$ cat src/rtl/msi_dir_pkg.sv
package msi_dir_pkg;

  typedef enum logic [2:0] {
    ST_I    = 3'd0,
    ST_S    = 3'd1,
    ST_M    = 3'd2,
    ST_IS_D = 3'd3,
    ST_IM_D = 3'd4,
    ST_MS_D = 3'd5,
    ST_MI_A = 3'd6
  } dstate_e;

  typedef enum logic [1:0] {
    RQ_GETS = 2'd0,
    RQ_GETM = 2'd1,
    RQ_PUTS = 2'd2,
    RQ_PUTM = 2'd3
  } req_e;

  typedef enum logic [1:0] {
    FW_GETS   = 2'd0,
    FW_GETM   = 2'd1,
    FW_INV    = 2'd2,
    FW_PUTACK = 2'd3
  } fwd_e;

  typedef enum logic [1:0] {
    EV_NONE = 2'd0,
    EV_REQ  = 2'd1,
    EV_RSP  = 2'd2,
    EV_MEM  = 2'd3
  } ev_e;

  localparam logic MEM_RD_DATA = 1'b0;
  localparam logic MEM_WR_DONE = 1'b1;

  function automatic logic is_stable(input logic [2:0] st);
    return (st == ST_I) || (st == ST_S) || (st == ST_M);
  endfunction

endpackage

$ cat src/rtl/msi_dir_store.sv
module msi_dir_store
  import msi_dir_pkg::*;
#(
  parameter int N_CACHES = 4,
  parameter int N_LINES  = 4,
  parameter int DATA_W   = 32,
  localparam int IDW = $clog2(N_CACHES),
  localparam int LW  = $clog2(N_LINES)
) (
  input  logic                     clk,
  input  logic                     rst_n,
  input  logic                     we,
  input  logic [LW-1:0]            line,
  input  logic [2:0]               w_state,
  input  logic [N_CACHES-1:0]      w_sh,
  input  logic [IDW-1:0]           w_own,
  input  logic                     w_ov,
  input  logic [IDW-1:0]           w_pend,
  input  logic                     w_dirty,
  input  logic [DATA_W-1:0]        w_data,
  output logic [2:0]               r_state,
  output logic [N_CACHES-1:0]      r_sh,
  output logic [IDW-1:0]           r_own,
  output logic                     r_ov,
  output logic [IDW-1:0]           r_pend,
  output logic                     r_dirty,
  output logic [DATA_W-1:0]        r_data,
  output logic [N_LINES*3-1:0]     st_flat,
  output logic [N_LINES*N_CACHES-1:0] sh_flat,
  output logic [N_LINES-1:0]       ov_flat,
  output logic [N_LINES-1:0]       stable_vec
);

  logic [N_LINES*IDW-1:0]    own_flat;
  logic [N_LINES*IDW-1:0]    pend_flat;
  logic [N_LINES-1:0]        dirty_flat;
  logic [N_LINES*DATA_W-1:0] data_flat;

  for (genvar g = 0; g < N_LINES; g++) begin : g_line
    logic [2:0]          st_q;
    logic [N_CACHES-1:0] sh_q;
    logic [IDW-1:0]      own_q;
    logic                ov_q;
    logic [IDW-1:0]      pend_q;
    logic                dirty_q;
    logic [DATA_W-1:0]   data_q;

    always_ff @(posedge clk) begin
      if (!rst_n) begin
        st_q    <= ST_I;
        sh_q    <= '0;
        own_q   <= '0;
        ov_q    <= 1'b0;
        pend_q  <= '0;
        dirty_q <= 1'b0;
        data_q  <= '0;
      end else if (we && (line == LW'(g))) begin
        st_q    <= w_state;
        sh_q    <= w_sh;
        own_q   <= w_own;
        ov_q    <= w_ov;
        pend_q  <= w_pend;
        dirty_q <= w_dirty;
        data_q  <= w_data;
      end
    end

    assign st_flat[g*3 +: 3]              = st_q;
    assign sh_flat[g*N_CACHES +: N_CACHES] = sh_q;
    assign own_flat[g*IDW +: IDW]         = own_q;
    assign ov_flat[g]                     = ov_q;
    assign pend_flat[g*IDW +: IDW]        = pend_q;
    assign dirty_flat[g]                  = dirty_q;
    assign data_flat[g*DATA_W +: DATA_W]  = data_q;
    assign stable_vec[g]                  = is_stable(st_q);
  end

  assign r_state = st_flat[line*3 +: 3];
  assign r_sh    = sh_flat[line*N_CACHES +: N_CACHES];
  assign r_own   = own_flat[line*IDW +: IDW];
  assign r_ov    = ov_flat[line];
  assign r_pend  = pend_flat[line*IDW +: IDW];
  assign r_dirty = dirty_flat[line];
  assign r_data  = data_flat[line*DATA_W +: DATA_W];

endmodule

$ cat src/rtl/msi_dir_arb.sv
module msi_dir_arb
  import msi_dir_pkg::*;
#(
  parameter int N_LINES = 4,
  localparam int LW = $clog2(N_LINES)
) (
  input  logic               req_valid,
  input  logic [LW-1:0]      req_line,
  input  logic               rsp_valid,
  input  logic [LW-1:0]      rsp_line,
  input  logic               mem_rsp_valid,
  input  logic [LW-1:0]      mem_rsp_line,
  input  logic [N_LINES-1:0] stable_vec,
  output ev_e                ev,
  output logic [LW-1:0]      sel_line,
  output logic               req_ready
);

  logic reply_busy;
  assign reply_busy = mem_rsp_valid || rsp_valid;
  assign req_ready  = !reply_busy && stable_vec[req_line];

  always_comb begin
    ev       = EV_NONE;
    sel_line = req_line;
    if (mem_rsp_valid) begin
      ev       = EV_MEM;
      sel_line = mem_rsp_line;
    end else if (rsp_valid) begin
      ev       = EV_RSP;
      sel_line = rsp_line;
    end else if (req_valid && req_ready) begin
      ev = EV_REQ;
    end
  end

endmodule

$ cat src/rtl/msi_dir_xition.sv
module msi_dir_xition
  import msi_dir_pkg::*;
#(
  parameter int N_CACHES = 4,
  parameter int DATA_W   = 32,
  localparam int IDW = $clog2(N_CACHES),
  localparam int CW  = $clog2(N_CACHES+1)
) (
  input  ev_e                  ev,
  input  logic [1:0]           rq_type,
  input  logic [IDW-1:0]       rq_src,
  input  logic [DATA_W-1:0]    rq_data,
  input  logic [DATA_W-1:0]    rsp_data,
  input  logic                 mem_kind,
  input  logic [DATA_W-1:0]    mem_data,
  input  logic [2:0]           c_state,
  input  logic [N_CACHES-1:0]  c_sh,
  input  logic [IDW-1:0]       c_own,
  input  logic                 c_ov,
  input  logic [IDW-1:0]       c_pend,
  input  logic                 c_dirty,
  input  logic [DATA_W-1:0]    c_data,
  output logic                 upd,
  output logic [2:0]           n_state,
  output logic [N_CACHES-1:0]  n_sh,
  output logic [IDW-1:0]       n_own,
  output logic                 n_ov,
  output logic [IDW-1:0]       n_pend,
  output logic                 n_dirty,
  output logic [DATA_W-1:0]    n_data,
  output logic                 o_fwd_v,
  output logic [1:0]           o_fwd_kind,
  output logic [N_CACHES-1:0]  o_fwd_mask,
  output logic [IDW-1:0]       o_fwd_req,
  output logic                 o_dat_v,
  output logic [IDW-1:0]       o_dat_dest,
  output logic [CW-1:0]        o_dat_acks,
  output logic [DATA_W-1:0]    o_dat_data,
  output logic                 o_mem_v,
  output logic                 o_mem_wr,
  output logic [DATA_W-1:0]    o_mem_data,
  output logic                 o_err
);

  function automatic logic [N_CACHES-1:0] bit_of(input logic [IDW-1:0] id);
    logic [N_CACHES-1:0] m;
    m = '0;
    m[id] = 1'b1;
    return m;
  endfunction

  function automatic logic [CW-1:0] count_set(input logic [N_CACHES-1:0] m);
    logic [CW-1:0] c;
    c = '0;
    for (int i = 0; i < N_CACHES; i++) c = c + CW'(m[i]);
    return c;
  endfunction

  dstate_e             cs;
  req_e                rq;
  logic [N_CACHES-1:0] src_bit;
  logic [N_CACHES-1:0] rest;

  assign cs      = dstate_e'(c_state);
  assign rq      = req_e'(rq_type);
  assign src_bit = bit_of(rq_src);
  assign rest    = c_sh & ~src_bit;

  always_comb begin
    upd = 1'b0;
    n_state = c_state; n_sh = c_sh; n_own = c_own; n_ov = c_ov;
    n_pend = c_pend; n_dirty = c_dirty; n_data = c_data;
    o_fwd_v = 1'b0; o_fwd_kind = FW_GETS; o_fwd_mask = '0; o_fwd_req = '0;
    o_dat_v = 1'b0; o_dat_dest = '0; o_dat_acks = '0; o_dat_data = '0;
    o_mem_v = 1'b0; o_mem_wr = 1'b0; o_mem_data = '0;
    o_err = 1'b0;
    unique case (ev)
      EV_REQ: begin
        upd = 1'b1;
        unique case (cs)
          ST_I: begin
            if (rq == RQ_GETS || rq == RQ_GETM) begin
              n_state = (rq == RQ_GETS) ? ST_IS_D : ST_IM_D;
              n_pend  = rq_src;
              o_mem_v = 1'b1;
            end else begin
              o_fwd_v = 1'b1; o_fwd_kind = FW_PUTACK;
              o_fwd_mask = src_bit; o_fwd_req = rq_src;
            end
          end
          ST_S: begin
            if (rq == RQ_GETS) begin
              n_sh = c_sh | src_bit;
              o_dat_v = 1'b1; o_dat_dest = rq_src; o_dat_data = c_data;
            end else if (rq == RQ_GETM) begin
              o_dat_v = 1'b1; o_dat_dest = rq_src; o_dat_data = c_data;
              o_dat_acks = count_set(rest);
              if (rest != '0) begin
                o_fwd_v = 1'b1; o_fwd_kind = FW_INV;
                o_fwd_mask = rest; o_fwd_req = rq_src;
              end
              n_state = ST_M; n_sh = '0; n_own = rq_src; n_ov = 1'b1;
            end else begin
              n_sh = rest;
              if (rest == '0 && c_dirty) begin
                n_state = ST_MI_A; n_pend = rq_src;
                o_mem_v = 1'b1; o_mem_wr = 1'b1; o_mem_data = c_data;
              end else begin
                if (rest == '0) n_state = ST_I;
                o_fwd_v = 1'b1; o_fwd_kind = FW_PUTACK;
                o_fwd_mask = src_bit; o_fwd_req = rq_src;
              end
            end
          end
          ST_M: begin
            if ((rq == RQ_GETS || rq == RQ_GETM) && c_own == rq_src) begin
              o_err = 1'b1;
            end else if (rq == RQ_GETS) begin
              o_fwd_v = 1'b1; o_fwd_kind = FW_GETS;
              o_fwd_mask = bit_of(c_own); o_fwd_req = rq_src;
              n_state = ST_MS_D; n_sh = bit_of(c_own) | src_bit; n_ov = 1'b0;
            end else if (rq == RQ_GETM) begin
              o_fwd_v = 1'b1; o_fwd_kind = FW_GETM;
              o_fwd_mask = bit_of(c_own); o_fwd_req = rq_src;
              n_own = rq_src;
            end else if (rq == RQ_PUTM && c_own == rq_src) begin
              n_data = rq_data; n_ov = 1'b0; n_state = ST_MI_A; n_pend = rq_src;
              o_mem_v = 1'b1; o_mem_wr = 1'b1; o_mem_data = rq_data;
            end else begin
              o_fwd_v = 1'b1; o_fwd_kind = FW_PUTACK;
              o_fwd_mask = src_bit; o_fwd_req = rq_src;
            end
          end
          default: begin
            upd = 1'b0;
            o_err = 1'b1;
          end
        endcase
      end
      EV_RSP: begin
        if (cs == ST_MS_D) begin
          upd = 1'b1; n_data = rsp_data; n_dirty = 1'b1; n_state = ST_S;
        end else begin
          o_err = 1'b1;
        end
      end
      EV_MEM: begin
        if ((cs == ST_IS_D || cs == ST_IM_D) && mem_kind == MEM_RD_DATA) begin
          upd = 1'b1; n_data = mem_data; n_dirty = 1'b0;
          o_dat_v = 1'b1; o_dat_dest = c_pend; o_dat_data = mem_data;
          if (cs == ST_IS_D) begin
            n_state = ST_S; n_sh = bit_of(c_pend);
          end else begin
            n_state = ST_M; n_own = c_pend; n_ov = 1'b1;
          end
        end else if (cs == ST_MI_A && mem_kind == MEM_WR_DONE) begin
          upd = 1'b1; n_state = ST_I; n_dirty = 1'b0; n_sh = '0;
          o_fwd_v = 1'b1; o_fwd_kind = FW_PUTACK;
          o_fwd_mask = bit_of(c_pend); o_fwd_req = c_pend;
        end else begin
          o_err = 1'b1;
        end
      end
      default: ;
    endcase
  end

endmodule

$ cat src/rtl/msi_dir_ctrl.sv
module msi_dir_ctrl
  import msi_dir_pkg::*;
#(
  parameter int N_CACHES = 4,
  parameter int N_LINES  = 4,
  parameter int DATA_W   = 32,
  localparam int IDW = $clog2(N_CACHES),
  localparam int LW  = $clog2(N_LINES),
  localparam int CW  = $clog2(N_CACHES+1)
) (
  input  logic                clk,
  input  logic                rst_n,
  input  logic                req_valid,
  output logic                req_ready,
  input  logic [1:0]          req_type,
  input  logic [IDW-1:0]      req_src,
  input  logic [LW-1:0]       req_line,
  input  logic [DATA_W-1:0]   req_data,
  input  logic                rsp_valid,
  input  logic [LW-1:0]       rsp_line,
  input  logic [DATA_W-1:0]   rsp_data,
  input  logic                mem_rsp_valid,
  input  logic                mem_rsp_kind,
  input  logic [LW-1:0]       mem_rsp_line,
  input  logic [DATA_W-1:0]   mem_rsp_data,
  output logic                fwd_valid,
  output logic [1:0]          fwd_kind,
  output logic [N_CACHES-1:0] fwd_mask,
  output logic [IDW-1:0]      fwd_req,
  output logic [LW-1:0]       fwd_line,
  output logic                dat_valid,
  output logic [IDW-1:0]      dat_dest,
  output logic [CW-1:0]       dat_acks,
  output logic [DATA_W-1:0]   dat_data,
  output logic [LW-1:0]       dat_line,
  output logic                mem_req_valid,
  output logic                mem_req_write,
  output logic [LW-1:0]       mem_req_line,
  output logic [DATA_W-1:0]   mem_req_data,
  output logic                err
);

  ev_e                        ev;
  logic [LW-1:0]              sel_line;
  logic [N_LINES-1:0]         stable_vec;
  logic [N_LINES*3-1:0]       st_flat;
  logic [N_LINES*N_CACHES-1:0] sh_flat;
  logic [N_LINES-1:0]         ov_flat;
  logic                       ev_req_fire;

  logic [2:0]          sel_state;
  logic [N_CACHES-1:0] c_sh;
  logic [IDW-1:0]      c_own, c_pend;
  logic                c_ov, c_dirty;
  logic [DATA_W-1:0]   c_data;

  logic                upd;
  logic [2:0]          n_state;
  logic [N_CACHES-1:0] n_sh;
  logic [IDW-1:0]      n_own, n_pend;
  logic                n_ov, n_dirty;
  logic [DATA_W-1:0]   n_data;

  logic                x_fwd_v, x_dat_v, x_mem_v, x_mem_wr, x_err;
  logic [1:0]          x_fwd_kind;
  logic [N_CACHES-1:0] x_fwd_mask;
  logic [IDW-1:0]      x_fwd_req, x_dat_dest;
  logic [CW-1:0]       x_dat_acks;
  logic [DATA_W-1:0]   x_dat_data, x_mem_data;

  assign ev_req_fire = (ev == EV_REQ);

  msi_dir_arb #(.N_LINES(N_LINES)) arb_i (
    .req_valid(req_valid), .req_line(req_line),
    .rsp_valid(rsp_valid), .rsp_line(rsp_line),
    .mem_rsp_valid(mem_rsp_valid), .mem_rsp_line(mem_rsp_line),
    .stable_vec(stable_vec), .ev(ev), .sel_line(sel_line), .req_ready(req_ready)
  );

  msi_dir_store #(.N_CACHES(N_CACHES), .N_LINES(N_LINES), .DATA_W(DATA_W)) store_i (
    .clk(clk), .rst_n(rst_n), .we(upd), .line(sel_line),
    .w_state(n_state), .w_sh(n_sh), .w_own(n_own), .w_ov(n_ov),
    .w_pend(n_pend), .w_dirty(n_dirty), .w_data(n_data),
    .r_state(sel_state), .r_sh(c_sh), .r_own(c_own), .r_ov(c_ov),
    .r_pend(c_pend), .r_dirty(c_dirty), .r_data(c_data),
    .st_flat(st_flat), .sh_flat(sh_flat), .ov_flat(ov_flat), .stable_vec(stable_vec)
  );

  msi_dir_xition #(.N_CACHES(N_CACHES), .DATA_W(DATA_W)) xition_i (
    .ev(ev), .rq_type(req_type), .rq_src(req_src), .rq_data(req_data),
    .rsp_data(rsp_data), .mem_kind(mem_rsp_kind), .mem_data(mem_rsp_data),
    .c_state(sel_state), .c_sh(c_sh), .c_own(c_own), .c_ov(c_ov),
    .c_pend(c_pend), .c_dirty(c_dirty), .c_data(c_data),
    .upd(upd), .n_state(n_state), .n_sh(n_sh), .n_own(n_own), .n_ov(n_ov),
    .n_pend(n_pend), .n_dirty(n_dirty), .n_data(n_data),
    .o_fwd_v(x_fwd_v), .o_fwd_kind(x_fwd_kind), .o_fwd_mask(x_fwd_mask),
    .o_fwd_req(x_fwd_req), .o_dat_v(x_dat_v), .o_dat_dest(x_dat_dest),
    .o_dat_acks(x_dat_acks), .o_dat_data(x_dat_data), .o_mem_v(x_mem_v),
    .o_mem_wr(x_mem_wr), .o_mem_data(x_mem_data), .o_err(x_err)
  );

  always_ff @(posedge clk) begin
    if (!rst_n) begin
      fwd_valid <= 1'b0; fwd_kind <= '0; fwd_mask <= '0; fwd_req <= '0; fwd_line <= '0;
      dat_valid <= 1'b0; dat_dest <= '0; dat_acks <= '0; dat_data <= '0; dat_line <= '0;
      mem_req_valid <= 1'b0; mem_req_write <= 1'b0; mem_req_line <= '0; mem_req_data <= '0;
      err <= 1'b0;
    end else begin
      fwd_valid <= x_fwd_v; fwd_kind <= x_fwd_kind; fwd_mask <= x_fwd_mask;
      fwd_req <= x_fwd_req; fwd_line <= sel_line;
      dat_valid <= x_dat_v; dat_dest <= x_dat_dest; dat_acks <= x_dat_acks;
      dat_data <= x_dat_data; dat_line <= sel_line;
      mem_req_valid <= x_mem_v; mem_req_write <= x_mem_wr;
      mem_req_line <= sel_line; mem_req_data <= x_mem_data;
      err <= err | x_err;
    end
  end

endmodule

$ cat config.mk
export PLATFORM = sky130hd
export DESIGN_NAME = msi_dir_ctrl
export DESIGN_NICKNAME = d
export VERILOG_FILES = /design/src/rtl/msi_dir_pkg.sv /design/src/rtl/msi_dir_store.sv /design/src/rtl/msi_dir_arb.sv /design/src/rtl/msi_dir_xition.sv /design/src/rtl/msi_dir_ctrl.sv
export SDC_FILE = /design/constraint.sdc
export NUM_CORES = 1
export LEC_CHECK = 0
export ABC_CLOCK_PERIOD_IN_PS = 4090
export BUFFER_PORTS_ARGS = -buffer_cell sky130_fd_sc_hd__buf_2
export CAP_MARGIN = 20
export CORE_MARGIN = 5
export CORE_UTILIZATION = 45
export CTS_BUF_LIST = sky130_fd_sc_hd__clkbuf_4 sky130_fd_sc_hd__clkbuf_8 sky130_fd_sc_hd__clkbuf_16
export DETAILED_ROUTE_END_ITERATION = 6
export PLACE_DENSITY = 0.73
export SETUP_SLACK_MARGIN = 0.5
export SYNTH_ARGS = -nofsm -noshare
export SYNTH_HDL_FRONTEND = slang
export SYNTH_HIERARCHICAL = 1
export SYNTH_SLANG_ARGS = --single-unit
$ cat constraint.sdc
create_clock -name clk -period 4.09 [get_ports clk]
set_clock_uncertainty 0.05 [all_clocks]
set_input_delay 0.818 -clock clk [delete_from_list [all_inputs] [get_ports clk]]
set_output_delay 0.818 -clock clk [all_outputs]
set_load 0.005 [all_outputs]
==> results of run 1 <==
==> layout by cell type (no fill, tap or decap), types with 19 or more instances in the layout <==
cell,n
buf_4,34
clkbuf_16,28
a22oi_1,32
a221o_1,35
o21ai_0,25
buf_2,199
nor2_1,53
nand2_1,243
a22o_1,67
mux4_2,45
mux2i_1,182
a21oi_1,19
dfxtp_1,260
and2_1,90
==> metal layers <==
| layer | track usage, % | share of wire [%] | wire length, um | up-vias |
|---|---|---|---|---|
| met4 | 4.63 | 1.5 | 538 | 2 |
| li1 | - | - | - | 5060 |
| met3 | 4.24 | 7.9 | 2800 | 43 |
| met5 | 0 | 0.020 | 7 | - |
| met1 | 28.8 | 44 | 15300 | 5107 |
| met2 | 35.5 | 47 | 16500 | 393 |
==> through the flow <==
step | utilization, % | setup slack, ns
global placement | 50.3 | 0.0946
CTS | 53.6 | 0.595
global route | 53.7 | 0.486
floorplan | - | 0.213
detailed placement | 50.3 | 0.0195
finish | 53.7 | 0.644
==> layout make-up <==
type,count,area [um2]
inverter,13,48.8
sequential,260,5200
multi-input combinational,931,7050
clock buffer,39,808
tap,384,480
timing repair buffer,251,1580
clock inverter,8,118
fill,2542,13200
==> sequential cells by signal, summed over array words and instances (netlist names) <==
signal                  cells
dat_acks                    3
dat_data                   32
dat_dest                    2
dat_valid                   1
err                         1
fwd_kind                    2
fwd_mask                    4
fwd_req                     2
fwd_valid                   1
mem_req_data               32
mem_req_line                2
mem_req_valid               1
mem_req_write               1
store_i/g_line.data_q     128
store_i/g_line.dirty_q      4
store_i/g_line.own_q        8
store_i/g_line.pend_q       8
store_i/g_line.sh_q        16
store_i/g_line.st_q        12
==> worst register-to-register path: stages, from the launching register on <==
cell	delay [ns]
dfxtp_1	0.36
a21oi_1	0.09
mux4_2	0.49
a31o_1	0.41
nand3b_1	0.25
nor2b_4	0.07
or4_4	0.54
or3b_4	0.28
buf_16	0.31
mux2i_1	0.27
==> path summary, 6_finish.rpt <==
kind,from,to,slack [ns],cells after the start
setup / recovery,rsp_valid,store_i/g_line[0].data_q[13],0.64,13
hold / removal,store_i/g_line[1].data_q[5],store_i/g_line[1].data_q[5],0.41,2
setup reg to reg,store_i/g_line[3].st_q[1],store_i/g_line[0].data_q[13],0.91,9
hold reg to reg,store_i/g_line[1].data_q[5],store_i/g_line[1].data_q[5],0.41,2
==> report_power, final <==
part | internal (W) | switching, W | total (W) | leakage, nW
sequential | 0.00254 | 0.00000203 | 0.00254 | 2.09
clock | 0.00150 | 0.00100 | 0.00251 | 0.461
combinational | 0.000137 | 0.000207 | 0.000344 | 4.19
==> what timing repair did <==
item                                    4_1_cts  5_1_grt
hold buffers                                  0        0
endpoints found under the setup margin        0       58
gates resized for setup                       0        7
setup buffers                                 0        1
==> results by group, run 1 <==
Setup path
  • CP Max Fanout: 32
  • Critical Path Source Type: input port
  • Crit end category: register
  • CP max-delay cell: mux4_2
  • Delay-heaviest family, CP: multiplexers
  • CP required: 4.52 ns
  • Worst setup path category: input port to register
  • Worst Path Arrival: 3.87 ns
  • CP dominant cell by count: mux2i_1
  • Critical path cell sequence: buf_2 > mux2i_1 > o21ai_4 > buf_6 > mux4_2 > xor2_2 > or3_4 > nor3_4 > buf_12 > a221oi_1 > o21ai_0 > nand2_1 > mux2i_1
  • CP bufs+invs: 3
  • Max incr delay on CP: 0.55 ns

CTS
  • CTS clk-pin slew, worst paths: ~0.06 ns
  • Clock sink total: 260
  • Clock Latency Late Sink: around 0.56 ns
  • TritonCTS buffer count: 28
  • CTS root buffer: clkbuf_16
  • CTS HTree Levels: 1
  • CTS tree: done
  • Max Root-Sink Buffers: 3

Routing
  • Drt initial violations: 877
  • Via count: 10600
  • # DRC: 0
  • Vias per inst: 5.62
  • TritonRoute pass-1 iters: 5
  • Total wire length: 35200 um
  • Routed Antenna Nets: 0
  • Avg WL per Cell: approximately 19 um

Floorplan
  • Initial core utilization: 45.3%
  • Die area: 32100 um2
  • FP Rows: 62
  • Die Span Y: about 180 um
  • Die Wd: ~180 um
  • Core Area: between 20000 and 30000 um2
  • I/O pins: between 200 and 250

Timing
  • Setup violations, final: 0
  • Worst slew pin tran: 0.694 ns
  • RSZ-0062 raised after global routing: yes
  • Period utilisation layout: 84.3%
  • Final period demand of the worst path: 3.45 ns
  • Setup TNS: 0 ns
  • Final hold vios: 0
  • Max-slew violations: 0
  • FMAX: 290 MHz
  • Relative max-transition margin: 53.7%
  • WHS: 0.405 ns

GRT
  • Total track usage: 21.3%
  • Vias in the first global route: 10600
  • First-pass GRT wire length: 55800 um
  • GRT overflow: 0
  • Antenna violations before repair: 1
  • Largest net degree at the start of global routing: 118

Placed design
  • Placed cell area: about 14000 um2
  • Placed insts: 1838
  • Final Wtd Congestion: 0.946
  • Port bufs: 200
  • HPWL after DPL: 23500 um

Final layout
  • Post-Layout Cell Count: ~1900
  • Share of layout cells above drive strength 1: 25.2%
  • P&R area growth vs syn: 18.5%
  • Post-layout net count: approximately 1600
  • Antenna diodes: 0
  • Post-layout instance area: 15300 um2

Outcome
  • Status: completed

Power and ir drop
  • Peak supply drop: ~0.00029 V
  • Static Leak: 6.75 nW
  • Total chip power: 0.00539 W
  • PwrDens: 353 nW/um2

Synthesis
  • Synthesized area: roughly 13000 um2
  • Cells after Synth: 1326
  • Yosys warnings: 6
  • Mapped Avg Cell Area: between 9 and 10 um2
  • Syn Nets: 1442

Job
  • Max_cap viols: 0

Hold path
  • Hold Crit Class: register to register
No activity file was read; power rests on OpenSTA's default activity.
==> run 2: changes to the inputs <==
- ABC_CLOCK_PERIOD_IN_PS: 4090 -> 3100
- clock period: 4.09 -> 3.1 ns (I/O delays scaled with it)
==> results by group, run 2 (same netlist as run 1, synthesis figures left out) <==
CTS
  • Clock Latency Late Sink: ~0.55 ns
  • CTS HTree Levels: 1
  • TritonCTS buffer count: 29
  • Clock sink total: 260
  • CTS root buffer: clkbuf_16
  • Max Root-Sink Buffers: 3
  • CTS tree: done
  • CTS clk-pin slew, worst paths: 0.06 ns

Setup path
  • Critical Path Source Type: input port
  • Max incr delay on CP: roughly 0.6 ns
  • CP bufs+invs: 3
  • CP required: 3.49 ns
  • Worst Path Arrival: about 3.6 ns
  • Crit end category: register
  • CP max-delay cell: mux4_2
  • Delay-heaviest family, CP: multiplexers
  • Worst setup path category: input port to register
  • Critical path cell sequence: buf_8 > mux2i_4 > o21ai_4 > mux4_2 > xor2_4 > or3_4 > buf_12 > a2111oi_4 > buf_4 > a21oi_2 > o2bb2ai_2 > nand2_2 > mux2i_1
  • CP Max Fanout: 6
  • Levels on crit path: 13
  • R2R depth: 10

GRT
  • Largest net degree at the start of global routing: 96
  • Total track usage: 22.6%
  • Antenna violations before repair: 6
  • First-pass GRT wire length: 59100 um
  • GRT overflow: 0
  • Vias in the first global route: 11200

Final layout
  • Leading registers by flop count: store_i/g_line.data_q (128), dat_data (32), mem_req_data (32)
  • P&R area growth vs syn: 34.7%
  • Commonest non-fill, non-tap cell in the layout: dfxtp_1
  • Post-layout net count: between 1500 and 2000
  • Most frequent cells in the layout: 260 x dfxtp_1, 214 x nand2_1, 198 x buf_2
  • Largest register FFs: 128
  • Largest reg by FF count: store_i/g_line.data_q
  • Share of layout cells above drive strength 1: around 37%

Power and ir drop
  • Switching share of power: 22.5%
  • Net Sw Power: 0.00166 W
  • Int Pwr: 0.00573 W
  • Static Leak: 7.81 nW
  • Combinational power share: around 7.4%
  • Share of power burned in registers: 45.3%
  • Total chip power: between 0.007 and 0.008 W
  • Peak supply drop: 0.000434 V
  • PwrDens: about 430 nW/um2
  • Clk pwr share: 47.3%

Routing
  • # DRC: 0
  • TritonRoute pass-1 iters: 5
  • Via count: 11500
  • Total wire length: between 30000 and 40000 um
  • Avg WL per Cell: 19.4 um
  • Vias per inst: around 5.6
  • Drt initial violations: 994
  • Routed Antenna Nets: 0

Timing
  • FMAX: roughly 310 MHz
  • Final hold vios: 0
  • RSZ-0062 raised after global routing: yes
  • Period utilisation layout: 103%
  • Setup violations, final: 61
  • Relative max-transition margin: roughly three fifths
  • Setup TNS: -1.25 ns
  • Max-slew violations: 0
  • Worst slew pin tran: 0.592 ns
  • Final period demand of the worst path: 3.21 ns
  • Post-route setup slack: -0.108 ns

Floorplan
  • Die Span Y: 179 um
  • Core Area: between 20000 and 30000 um2
  • Die Wd: 179 um
  • FP Rows: 62
  • Initial core utilization: 45.3%
  • Die area: about 32000 um2
  • I/O pins: 201

Outcome
  • Status: complete, but fails checks
  • Failing checks: negative setup slack

Placed design
  • Port bufs: 200
  • HPWL after DPL: 26400 um
  • Final Wtd Congestion: 0.981

Job
  • Max_cap viols: 0

Hold path
  • Hold Crit Class: input port to register
  • Hold Crit Depth: 3
==> run 2: changes by cell type in the layout (fill, tap and decap cells not counted), sizes merged <==
cell / before / now
clkbuf: 40 / 51
buf: 250 / 396
inv: 13 / 15
diode: 0 / 3
clkinv: 5 / 4
bufinv: 2 / 3
==> run 2: repair_timing <==
item / 4_1_cts / 5_1_grt
resized for setup: 37 / 85
hold buffers: 0 / 0
buffers inserted: 8 / 25
cloned: 1 / 11
pin swaps: 5 / 17
endpoints found under the setup margin: 258 / 258
==> run 2: tightest hold or removal path, cell delays in order <==
cell and delay [ns]:
buf_2 0.09, a22o_1 0.11, and2_1 0.10
==> run 2: final cells by class <==
type                            count  area [um2]
Multi-Input combinational cell    931        7460
Antenna cell                        3        7.51
Tap cell                          384         480
Fill cell                        2299       11100
Sequential cell                   260        5200
Clock inverter                     10         135
Clock buffer                       40         846
Timing Repair Buffer              407        3190
Inverter                           13        48.8
==> run 2: stage by stage <==
| step | hold WS (ns) | setup WS, ns | area (um2) | utilization (%) | std cells |
|---|---|---|---|---|---|
| final | 0.369 | -0.108 | 17400 | 61.0 | 2048 |
| after global routing | 0.369 | -0.177 | 17400 | 61.0 | 2046 |
| after global placement | 0.386 | -0.934 | 15400 | 53.9 | 1950 |
| after CTS | 0.348 | 0.00510 | 16500 | 58.1 | 2009 |
| after floorplan | 0.382 | -0.576 | 13300 | - | 1326 |
| after detailed placement | 0.397 | -0.850 | 15400 | 53.9 | 1950 |
==> run 2: power by group through the flow <==
stage                     clock [W]  combinational (W)  sequential [W]
after global routing        0.00370           0.000585         0.00335
final                       0.00349           0.000550         0.00335
after global placement            0           0.000489         0.00342
after detailed placement          0           0.000491         0.00342
after floorplan                   0           0.000308         0.00342
after CTS                   0.00356           0.000505         0.00335
==> run 2: final timing paths <==
check	slack, ns	endpoint	start
hold / removal	0.37	dat_data[26]	mem_rsp_data[26]
setup reg to reg	0.11	store_i/g_line[2].data_q[9]	store_i/g_line[3].st_q[0]
hold reg to reg	0.41	err	err
setup / recovery	-0.11	store_i/g_line[3].pend_q[1]	rsp_valid
==> run 2: metal layers <==
layer | track usage (%) | vias to the layer above | wire, um
li1 | - | 5368 | -
met1 | 30.6 | 5544 | 16600
met2 | 37.5 | 471 | 18800
met3 | 3.96 | 89 | 3160
met4 | 6.06 | 6 | 1050
met5 | 0 | - | 33
